==> src/rtl/ftc_pkg.sv <==
package ftc_pkg;
    localparam int unsigned CNT_W   = 12;
    localparam int unsigned CAP_W   = 8;
    localparam int unsigned NUM_PIN = 2;
    localparam int unsigned ADDR_W  = 3;

    typedef enum logic [ADDR_W-1:0] {
        ADDR_CNT    = 3'd0,
        ADDR_CFG    = 3'd1,
        ADDR_A_RISE = 3'd2,
        ADDR_A_FALL = 3'd3,
        ADDR_B_RISE = 3'd4,
        ADDR_B_FALL = 3'd5
    } reg_addr_e;

    typedef struct packed {
        logic       hold;
        logic [2:0] presc;
    } cfg_t;
endpackage

==> src/rtl/ftc_free_cnt.sv <==
module ftc_free_cnt #(
    parameter int unsigned CNT_W    = 12,
    parameter int unsigned FAST_LOG = 7,
    parameter int unsigned SLOW_LOG = 10
) (
    input  logic             clk_i,
    input  logic             rst_ni,
    input  logic             tick_i,
    output logic [CNT_W-1:0] cnt_o,
    output logic             irq_fast_o,
    output logic             irq_slow_o
);
    typedef struct packed {
        logic [CNT_W-1:0] cnt;
        logic             fast;
        logic             slow;
    } state_t;

    state_t state_d, state_q;
    logic [CNT_W-1:0] cnt_inc;

    always_comb begin
        state_d = state_q;
        cnt_inc = state_q.cnt + 1'b1;
        state_d.fast = 1'b0;
        state_d.slow = 1'b0;
        if (tick_i) begin
            state_d.cnt  = cnt_inc;
            state_d.fast = (cnt_inc[FAST_LOG-1:0] == '0);
            state_d.slow = (cnt_inc[SLOW_LOG-1:0] == '0);
        end
    end

    always_ff @(posedge clk_i) begin
        if (!rst_ni) state_q <= '0;
        else         state_q <= state_d;
    end

    assign cnt_o      = state_q.cnt;
    assign irq_fast_o = state_q.fast;
    assign irq_slow_o = state_q.slow;

    assert_cnt_step_R1: assert property (@(posedge clk_i) disable iff (!rst_ni)
        tick_i |=> cnt_o == CNT_W'($past(cnt_o) + 1'b1));
    assert_cnt_hold_R1: assert property (@(posedge clk_i) disable iff (!rst_ni)
        !tick_i |=> $stable(cnt_o));
    assert_fast_align_R2: assert property (@(posedge clk_i) disable iff (!rst_ni)
        irq_fast_o |-> (cnt_o[FAST_LOG-1:0] == '0) && $past(tick_i));
    assert_slow_implies_fast_R2: assert property (@(posedge clk_i) disable iff (!rst_ni)
        irq_slow_o |-> irq_fast_o);
endmodule

==> src/rtl/ftc_edge_det.sv <==
module ftc_edge_det (
    input  logic clk_i,
    input  logic rst_ni,
    input  logic pin_i,
    output logic rise_o,
    output logic fall_o
);
    typedef struct packed {
        logic s1;
        logic s2;
        logic prev;
    } state_t;

    state_t state_d, state_q;

    always_comb begin
        state_d      = state_q;
        state_d.s1   = pin_i;
        state_d.s2   = state_q.s1;
        state_d.prev = state_q.s2;
    end

    always_ff @(posedge clk_i) begin
        if (!rst_ni) state_q <= '0;
        else         state_q <= state_d;
    end

    assign rise_o = state_q.s2 & ~state_q.prev;
    assign fall_o = ~state_q.s2 & state_q.prev;

    assert_rise_single_R4: assert property (@(posedge clk_i) disable iff (!rst_ni)
        rise_o |=> !rise_o);
    assert_fall_single_R4: assert property (@(posedge clk_i) disable iff (!rst_ni)
        fall_o |=> !fall_o);
endmodule

==> src/rtl/ftc_cap_slot.sv <==
module ftc_cap_slot #(
    parameter int unsigned CAP_W = 8
) (
    input  logic             clk_i,
    input  logic             rst_ni,
    input  logic             load_i,
    input  logic             hold_i,
    input  logic [CAP_W-1:0] value_i,
    input  logic             rd_i,
    output logic [CAP_W-1:0] data_o,
    output logic             flag_o
);
    typedef struct packed {
        logic [CAP_W-1:0] data;
        logic             flag;
    } state_t;

    state_t state_d, state_q;
    logic   accept;

    always_comb begin
        state_d = state_q;
        accept  = load_i && !(hold_i && state_q.flag);
        if (accept) begin
            state_d.data = value_i;
            state_d.flag = 1'b1;
        end else if (rd_i) begin
            state_d.flag = 1'b0;
        end
    end

    always_ff @(posedge clk_i) begin
        if (!rst_ni) state_q <= '0;
        else         state_q <= state_d;
    end

    assign data_o = state_q.data;
    assign flag_o = state_q.flag;

    assert_load_value_R5: assert property (@(posedge clk_i) disable iff (!rst_ni)
        (load_i && !(hold_i && flag_o)) |=> (data_o == $past(value_i)) && flag_o);
    assert_held_stable_R7: assert property (@(posedge clk_i) disable iff (!rst_ni)
        (hold_i && flag_o) |=> $stable(data_o));
    assert_rd_clears_R8: assert property (@(posedge clk_i) disable iff (!rst_ni)
        (rd_i && !load_i) |=> !flag_o);
endmodule

==> src/rtl/ftc_top.sv <==
module ftc_top
    import ftc_pkg::*;
#(
    parameter int unsigned FAST_LOG = 7,
    parameter int unsigned SLOW_LOG = 10
) (
    input  logic              clk_i,
    input  logic              rst_ni,
    input  logic              tick_i,
    input  logic              pin_a_i,
    input  logic              pin_b_i,
    input  logic              reg_wr_i,
    input  logic              reg_rd_i,
    input  logic [ADDR_W-1:0] reg_addr_i,
    input  logic [CAP_W-1:0]  reg_wdata_i,
    output logic [CAP_W-1:0]  reg_rdata_o,
    output logic              irq_fast_o,
    output logic              irq_slow_o,
    output logic [2*NUM_PIN-1:0] cap_irq_o
);
    localparam int unsigned NUM_CAP  = 2 * NUM_PIN;
    localparam int unsigned MAX_SH   = CNT_W - CAP_W;
    localparam int unsigned CAP_BASE = 2;

    typedef struct packed {
        cfg_t cfg;
    } state_t;

    state_t state_d, state_q;

    logic [CNT_W-1:0]   cnt;
    logic [CNT_W-1:0]   cnt_shifted;
    logic [CAP_W-1:0]   cap_val;
    logic [NUM_PIN-1:0] pins, rise, fall;
    logic [NUM_CAP-1:0] load, slot_rd, flags;
    logic [CAP_W-1:0]   cap_data [NUM_CAP];
    logic [3:0]         unused_wdata;

    assign unused_wdata = reg_wdata_i[CAP_W-1:4];
    assign pins = {pin_b_i, pin_a_i};

    ftc_free_cnt #(
        .CNT_W(CNT_W), .FAST_LOG(FAST_LOG), .SLOW_LOG(SLOW_LOG)
    ) u_cnt (
        .clk_i(clk_i), .rst_ni(rst_ni), .tick_i(tick_i),
        .cnt_o(cnt), .irq_fast_o(irq_fast_o), .irq_slow_o(irq_slow_o)
    );

    always_comb begin
        int unsigned sh;
        sh = (int'(state_q.cfg.presc) > int'(MAX_SH)) ? MAX_SH : int'(state_q.cfg.presc);
        cnt_shifted = cnt >> sh;
        cap_val     = cnt_shifted[CAP_W-1:0];
    end

    for (genvar p = 0; p < NUM_PIN; p++) begin : g_pin
        ftc_edge_det u_edge (
            .clk_i(clk_i), .rst_ni(rst_ni), .pin_i(pins[p]),
            .rise_o(rise[p]), .fall_o(fall[p])
        );
        assign load[2*p]   = rise[p];
        assign load[2*p+1] = fall[p];
    end

    for (genvar k = 0; k < NUM_CAP; k++) begin : g_slot
        assign slot_rd[k] = reg_rd_i && (reg_addr_i == ADDR_W'(CAP_BASE + k));
        ftc_cap_slot #(.CAP_W(CAP_W)) u_slot (
            .clk_i(clk_i), .rst_ni(rst_ni),
            .load_i(load[k]), .hold_i(state_q.cfg.hold), .value_i(cap_val),
            .rd_i(slot_rd[k]), .data_o(cap_data[k]), .flag_o(flags[k])
        );
    end

    always_comb begin
        state_d = state_q;
        if (reg_wr_i && reg_addr_i == ADDR_CFG) begin
            state_d.cfg = reg_wdata_i[3:0];
        end
    end

    always_ff @(posedge clk_i) begin
        if (!rst_ni) state_q <= '0;
        else         state_q <= state_d;
    end

    always_comb begin
        reg_rdata_o = '0;
        case (reg_addr_i)
            ADDR_CNT: reg_rdata_o = cnt[CAP_W-1:0];
            ADDR_CFG: reg_rdata_o[3:0] = state_q.cfg;
            default: begin
                for (int k = 0; k < int'(NUM_CAP); k++) begin
                    if (reg_addr_i == ADDR_W'(CAP_BASE + k)) reg_rdata_o = cap_data[k];
                end
            end
        endcase
    end

    assign cap_irq_o = flags;

    assert_cfg_write_R3: assert property (@(posedge clk_i) disable iff (!rst_ni)
        (reg_wr_i && reg_addr_i == ADDR_CFG) |=> state_q.cfg == $past(reg_wdata_i[3:0]));
    assert_one_read_R8: assert property (@(posedge clk_i) disable iff (!rst_ni)
        $onehot0(slot_rd));
    assert_flag_rise_R4: assert property (@(posedge clk_i) disable iff (!rst_ni)
        load[0] |=> flags[0]);
endmodule

==> config.mk <==
export PLATFORM = sky130hd
export DESIGN_NAME = ftc_top
export DESIGN_NICKNAME = d
export VERILOG_FILES = /design/src/rtl/ftc_pkg.sv /design/src/rtl/ftc_free_cnt.sv /design/src/rtl/ftc_edge_det.sv /design/src/rtl/ftc_cap_slot.sv /design/src/rtl/ftc_top.sv
export SDC_FILE = /design/constraint.sdc
export NUM_CORES = 1
export LEC_CHECK = 0
export BUFFER_PORTS_ARGS = -buffer_cell sky130_fd_sc_hd__buf_2
export CORE_MARGIN = 2
export CORE_UTILIZATION = 34
export CTS_CLUSTER_DIAMETER = 80
export DETAILED_ROUTE_END_ITERATION = 8
export PLACE_DENSITY = 0.6
export SLEW_MARGIN = 0
export SYNTH_ARGS = -nofsm -noshare
export SYNTH_HDL_FRONTEND = slang
export SYNTH_SLANG_ARGS = --single-unit
==> constraint.sdc <==
create_clock -name clk_i -period 2.02 [get_ports clk_i]
set_input_delay 0.101 -clock clk_i [delete_from_list [all_inputs] [get_ports clk_i]]
set_output_delay 0.101 -clock clk_i [all_outputs]
set_load 0.05 [all_outputs]
# --- Word-level counts from Yosys, hierarchy flattened ---
# Index checks and enable logic that the tools add are counted.
totals:
  ff_bits: 60
classes:
  n_lt_le_gt_ge: 1
  n_shift: 1
  reduce_logical: 25
  n_bitwise: 8
  mux: 15
  n_addsub: 1
  eq_ne: 5
ops:
  columns: ["op", "count"]
  rows:
  - ["8-bit 2-to-1 mux", 4]
  - ["4-bit one-hot mux with 2 select lines", 2]
  - ["1-bit logical AND", 13]
  - ["12-bit by 1-bit adder with 12-bit output (second input constant)", 1]
  - ["12-bit by 3-bit right shift with 8-bit output", 1]
  - ["10-bit zero test", 1]
  - ["1-bit 2-to-1 mux", 8]
  - ["2-bit nonzero test", 4]
  - ["7-bit zero test", 1]
  - ["3-bit by 2-bit == test with 1-bit output (second input constant)", 2]
  - ["3-bit == test (second input constant)", 2]
  - ["1-bit bitwise AND", 4]
  - ["1-bit zero test", 4]
  - ["1-bit NOT", 4]
  - ["3-bit by 1-bit == test with 1-bit output (second input constant)", 1]
  - ["3-bit greater-than comparator (second input constant)", 1]
  - ["3-bit zero test", 1]
  - ["3-bit 2-to-1 mux", 1]
  - ["2-bit AND reduction", 1]

# --- Longest topological paths before layout ---
depth:
  word_depth: 6
  mapped_depth: 6

# --- Modules after synthesis ---
# From an unflattened synthesis, not the netlist that was laid out.
unflattened:
  hier_cells: 365
  area_unflattened_um2: 3331.9
modules_own_cells:
  columns: ["mod", "seq_area_each_um2", "cells_each", "n_inst", "area_per_inst_um2"]
  rows:
  - ["ftc_cap_slot", 180.2, 39, 4, 375.4]
  - ["ftc_top", 80.1, 109, 1, 883.3]
  - ["ftc_free_cnt", 280.3, 84, 1, 764.5]
  - ["ftc_edge_det", 60.1, 8, 2, 91.3]

# --- Worst setup path before layout ---
# OpenSTA, ideal clock, no wires.
synth_path:
  path_type: "in2out"
  startpoint: "in reg_addr_i[0]"
  endpoint: "out reg_rdata_o[1]"
  stages: 5
  setup_slack_ps: 216
  arrival_ps: 1703
  required_time_ps: 1919
  path_cell_list: "buf_2 > buf_2 > buf_2 > mux2i_1 > o221ai_1"
synth_via:
  elab_chain_len: 6
  elab_cells_between_ends: 11
  classes_between: "5 x eq/ne; 5 x mux; 1 x reduce/logical"
synth_lines:
  columns: ["item", "line_no", "rtl"]
  rows:
  - ["from (decl)", "ftc_top.sv:14", "input logic [ADDR_W-1:0] reg_addr_i,"]
  - ["3-bit by 2-bit == test with 1-bit output", "ftc_top.sv:93", "if (reg_addr_i == ADDR_W'(CAP_BASE + k)) reg_rdata_o = cap_data[k];"]
  - ["8-bit 2-to-1 mux (4 in a row)", "ftc_top.sv:93", null]
  - ["4-bit one-hot mux with 2 select lines (*)", "ftc_top.sv:88", "case (reg_addr_i)"]
  - ["to (decl)", "ftc_top.sv:16", "output logic [CAP_W-1:0] reg_rdata_o,"]
# Mark *: on every way between the ends. The rest lies on a longest branch, timed or not.

# --- Worst setup path after layout ---
layout_path:
  startpoint: "reg u_cnt.state_q, in the netlist u_cnt.cnt_o[1]"
  endpoint: "out reg_rdata_o[1]"
layout_via:
  elab_chain_len: 1
layout_lines:
  columns: ["item", "line_no", "rtl"]
  rows:
  - ["from (decl)", "ftc_free_cnt.sv:19", "state_t state_d, state_q;"]
  - ["from (signal assigned)", "ftc_free_cnt.sv:36", "else state_q <= state_d;"]
  - ["4-bit one-hot mux with 2 select lines", "ftc_top.sv:88", null]
# No other way between the ends.

==> flow_summary.yaml <==
placed_design:
  routabilityCongestion: 0.7417
  post-place-ws_ns: 0.3294
  hpwlAfterDp_um: 4379
  dpl-instance-area_um2: 3141
  portBuffers: 27
sta:
  worstMarginPinSlew_ns: 0.6754
  fin_crit_ns: 1.860
  post-route-period-util_pct: 92.10
  slew_violations: 0
  rsz0062_at_grt: "no"
  setup_slack_ns: 0.1596
  relSlewSlack_pct: 54.97
  setup_viol: 0
  setup_tns_ns: 0
  hold_viol: 0
  fin_hold_ws_ns: 0.02497
  fin_worst_skew_ns: 0.009026
  max_freq_ghz: 0.5375
pwr:
  max-vdd-ir-drop_v: 0.0004349
  powerDensity_nw_per_um2: 754.5
  p_leak_nw: 1.284
routing:
  firstDrtPassIters: 4
  wl_per_cell_um: 15.07
  wl_um: 6614
  via_per_inst: 5.278
  remaining_drc_errors: 0
  drt_iter0_markers: 131
  ant_nets: 0
  vias: 2317
global_routing:
  groute.usage.overall_pct: 14.66
  grt_max_degree: 36
  grt-ovfl-total: 0
  grt_pass1_vias: 2189
  antenna_found_initial: 0
  grt_pass1_wl_um: 11310
logic_synthesis:
  yosysUniqueCellTypes: 41
  synthArstFlopShare_pct: 0
  synth_seq_area_share_pct: 40.00
  synth_top_area_share_pct: 40.00
  synth_cells: 318
  synth_edf_count: 0
  avgSynthCellArea_um2: 9.443
  synth_top_area_cell: "dfxtp_1"
  netlist_area_um2: 3003
  synth_warnings: 0
  synth_seq_cells: 60
  ys.flop_type: "dfxtp_1"
  netlist_top_cells_area: "dfxtp_1, mux2i_1, mux4_2"
  syn-num-nets: 338
cells_and_area:
  area_delta_synth_final_pct: 11.67
  diodes: 0
  mostFrequentLayoutCells: "dfxtp_1, a21oi_1, o21ai_0"
  nets: 347
  final_common_cell: "dfxtp_1"
  finalInstanceArea_um2: 3353
  final_util_pct: 38.83
  drive_gt1_share_pct: 20.54
cts:
  cts_buffers: 9
  tritoncts: "built"
  htree_levels: 3
  clkLatencyLatePin_ns: 0.34
  cts_setup_buffers: 0
  root_buffer: "clkbuf_8"
  cts_buffer_depth: 2
  clock_sinks: 60
  clk_pin_slew_ns: 0.06
flow_run:
  cap_violations: 0
worst_setup_path:
  crit_path_end_kind: "output pin"
  worstPathCellList: "mux2i_1 > or3_1 > o221ai_1 > buf_2"
  critPathKind: "reg2out"
  arrival_ns: 1.76
  cp_top_family: "flip-flops"
  path_max_fanout: 11
  path_buf_inv: 1
  max_stage_delay_ns: 0.54
  worstSetupStartpointType: "flip-flop"
  slowest_stage: "dfxtp_1"
  required_ns: 1.92
floorplan:
  fp.dieW_um: 97.98
  row_count: 34
  start_util_pct: 34.77
  die-height_um: 97.98
  coreArea_um2: 8636
  num_io_pins: 32
  die_area_um2: 9600
hold_path:
  hold_path_class: "in2reg"
status:
  outcome: "completed"
==> flip-flops by register name, summed over array words and instances, names as in the netlist <==
register / cells
state_q: 4
g_slot.u_slot.flag_o: 4
g_pin.u_edge.state_d: 4
u_cnt.irq_slow_o: 1
u_cnt.cnt_o: 12
g_slot.u_slot.data_o: 32
u_cnt.irq_fast_o: 1
g_pin.u_edge.state_q: 2
==> cell type report <==
class | instances | area, µm²
repair buffers | 36 | 207.7
clock buffers | 10 | 137.6
inverters | 4 | 15.01
well taps | 108 | 135.1
fillers | 875 | 5283
flip-flops and latches | 60 | 1204
clock inverters | 5 | 52.55
multi-input cells | 216 | 1602
==> cells by family after synthesis <==
group	synth area share (%)
mux	16.42
fa+ha+maj	0.8332
xor+xnor	3.500
buf+inv	6.666
flops	40.00
compound gates	19.17
simple gates	13.42
==> stage by stage <==
| step | std cells | total power [mW] |
|---|---|---|
| after floorplan | 318 | 1.455 |
| after global placement | 422 | 1.502 |
| after detailed placement | 422 | 1.507 |
| after CTS | 439 | 2.556 |
| after global routing | 439 | 2.642 |
| final | 439 | 2.530 |
==> worst paths after layout <==
path | slack, ns | cells after the start | end | from
max | 0.16 | 4 | reg_rdata_o[1] | u_cnt.cnt_o[1]
min reg2reg | 0.43 | 1 | g_pin[0].u_edge.state_d[0] | g_pin[0].u_edge.state_d[1]
min | 0.02 | 3 | state_q[3] | reg_wdata_i[3]
max reg2reg | 0.35 | 6 | u_cnt.cnt_o[8] | u_cnt.cnt_o[1]
==> worst min-delay path: stages <==
cell and delay (ns):
buf_2 0.08, mux2i_1 0.05, nor2b_1 0.09
==> routing by layer <==
layer  vias to the layer above  track usage (%)  share of wire, %
met2                        47            22.39                46
met4                         0            4.487               1.4
met3                         8            3.794               3.4
met1                      1103            20.41                50
li1                       1159                -                 -
met5                         -                0                 0
==> where the power goes <==
group          leakage [nW]  internal (mW)  switching, mW
logic                 0.697         0.0858          0.142
clock network        0.0979          0.589          0.458
registers             0.489           1.22         0.0309
==> timing repair <==
item,4_1_cts,5_1_grt
endpoints found under the hold margin,2,0
endpoints found under the setup margin,0,2
hold buffers,2,0
resized for setup,0,2
==> synthesized netlist by cell type (3+ instances only) <==
cell,instances
o21ai_0,33
o21a_1,9
nand2b_1,3
mux4_2,8
mux2i_1,29
or3_1,5
nor3_1,7
and2_1,15
dfxtp_1,60
o221ai_1,6
inv_1,4
nand4_1,3
nand2_1,6
xor2_1,4
a21oi_1,34
xnor2_1,8
nor2b_1,6
nand3_1,9
buf_2,10
clkbuf_1,20
nor2_1,3
and3_1,6
buf_4,6
Note: power is estimated with default switching activity, not from simulation.
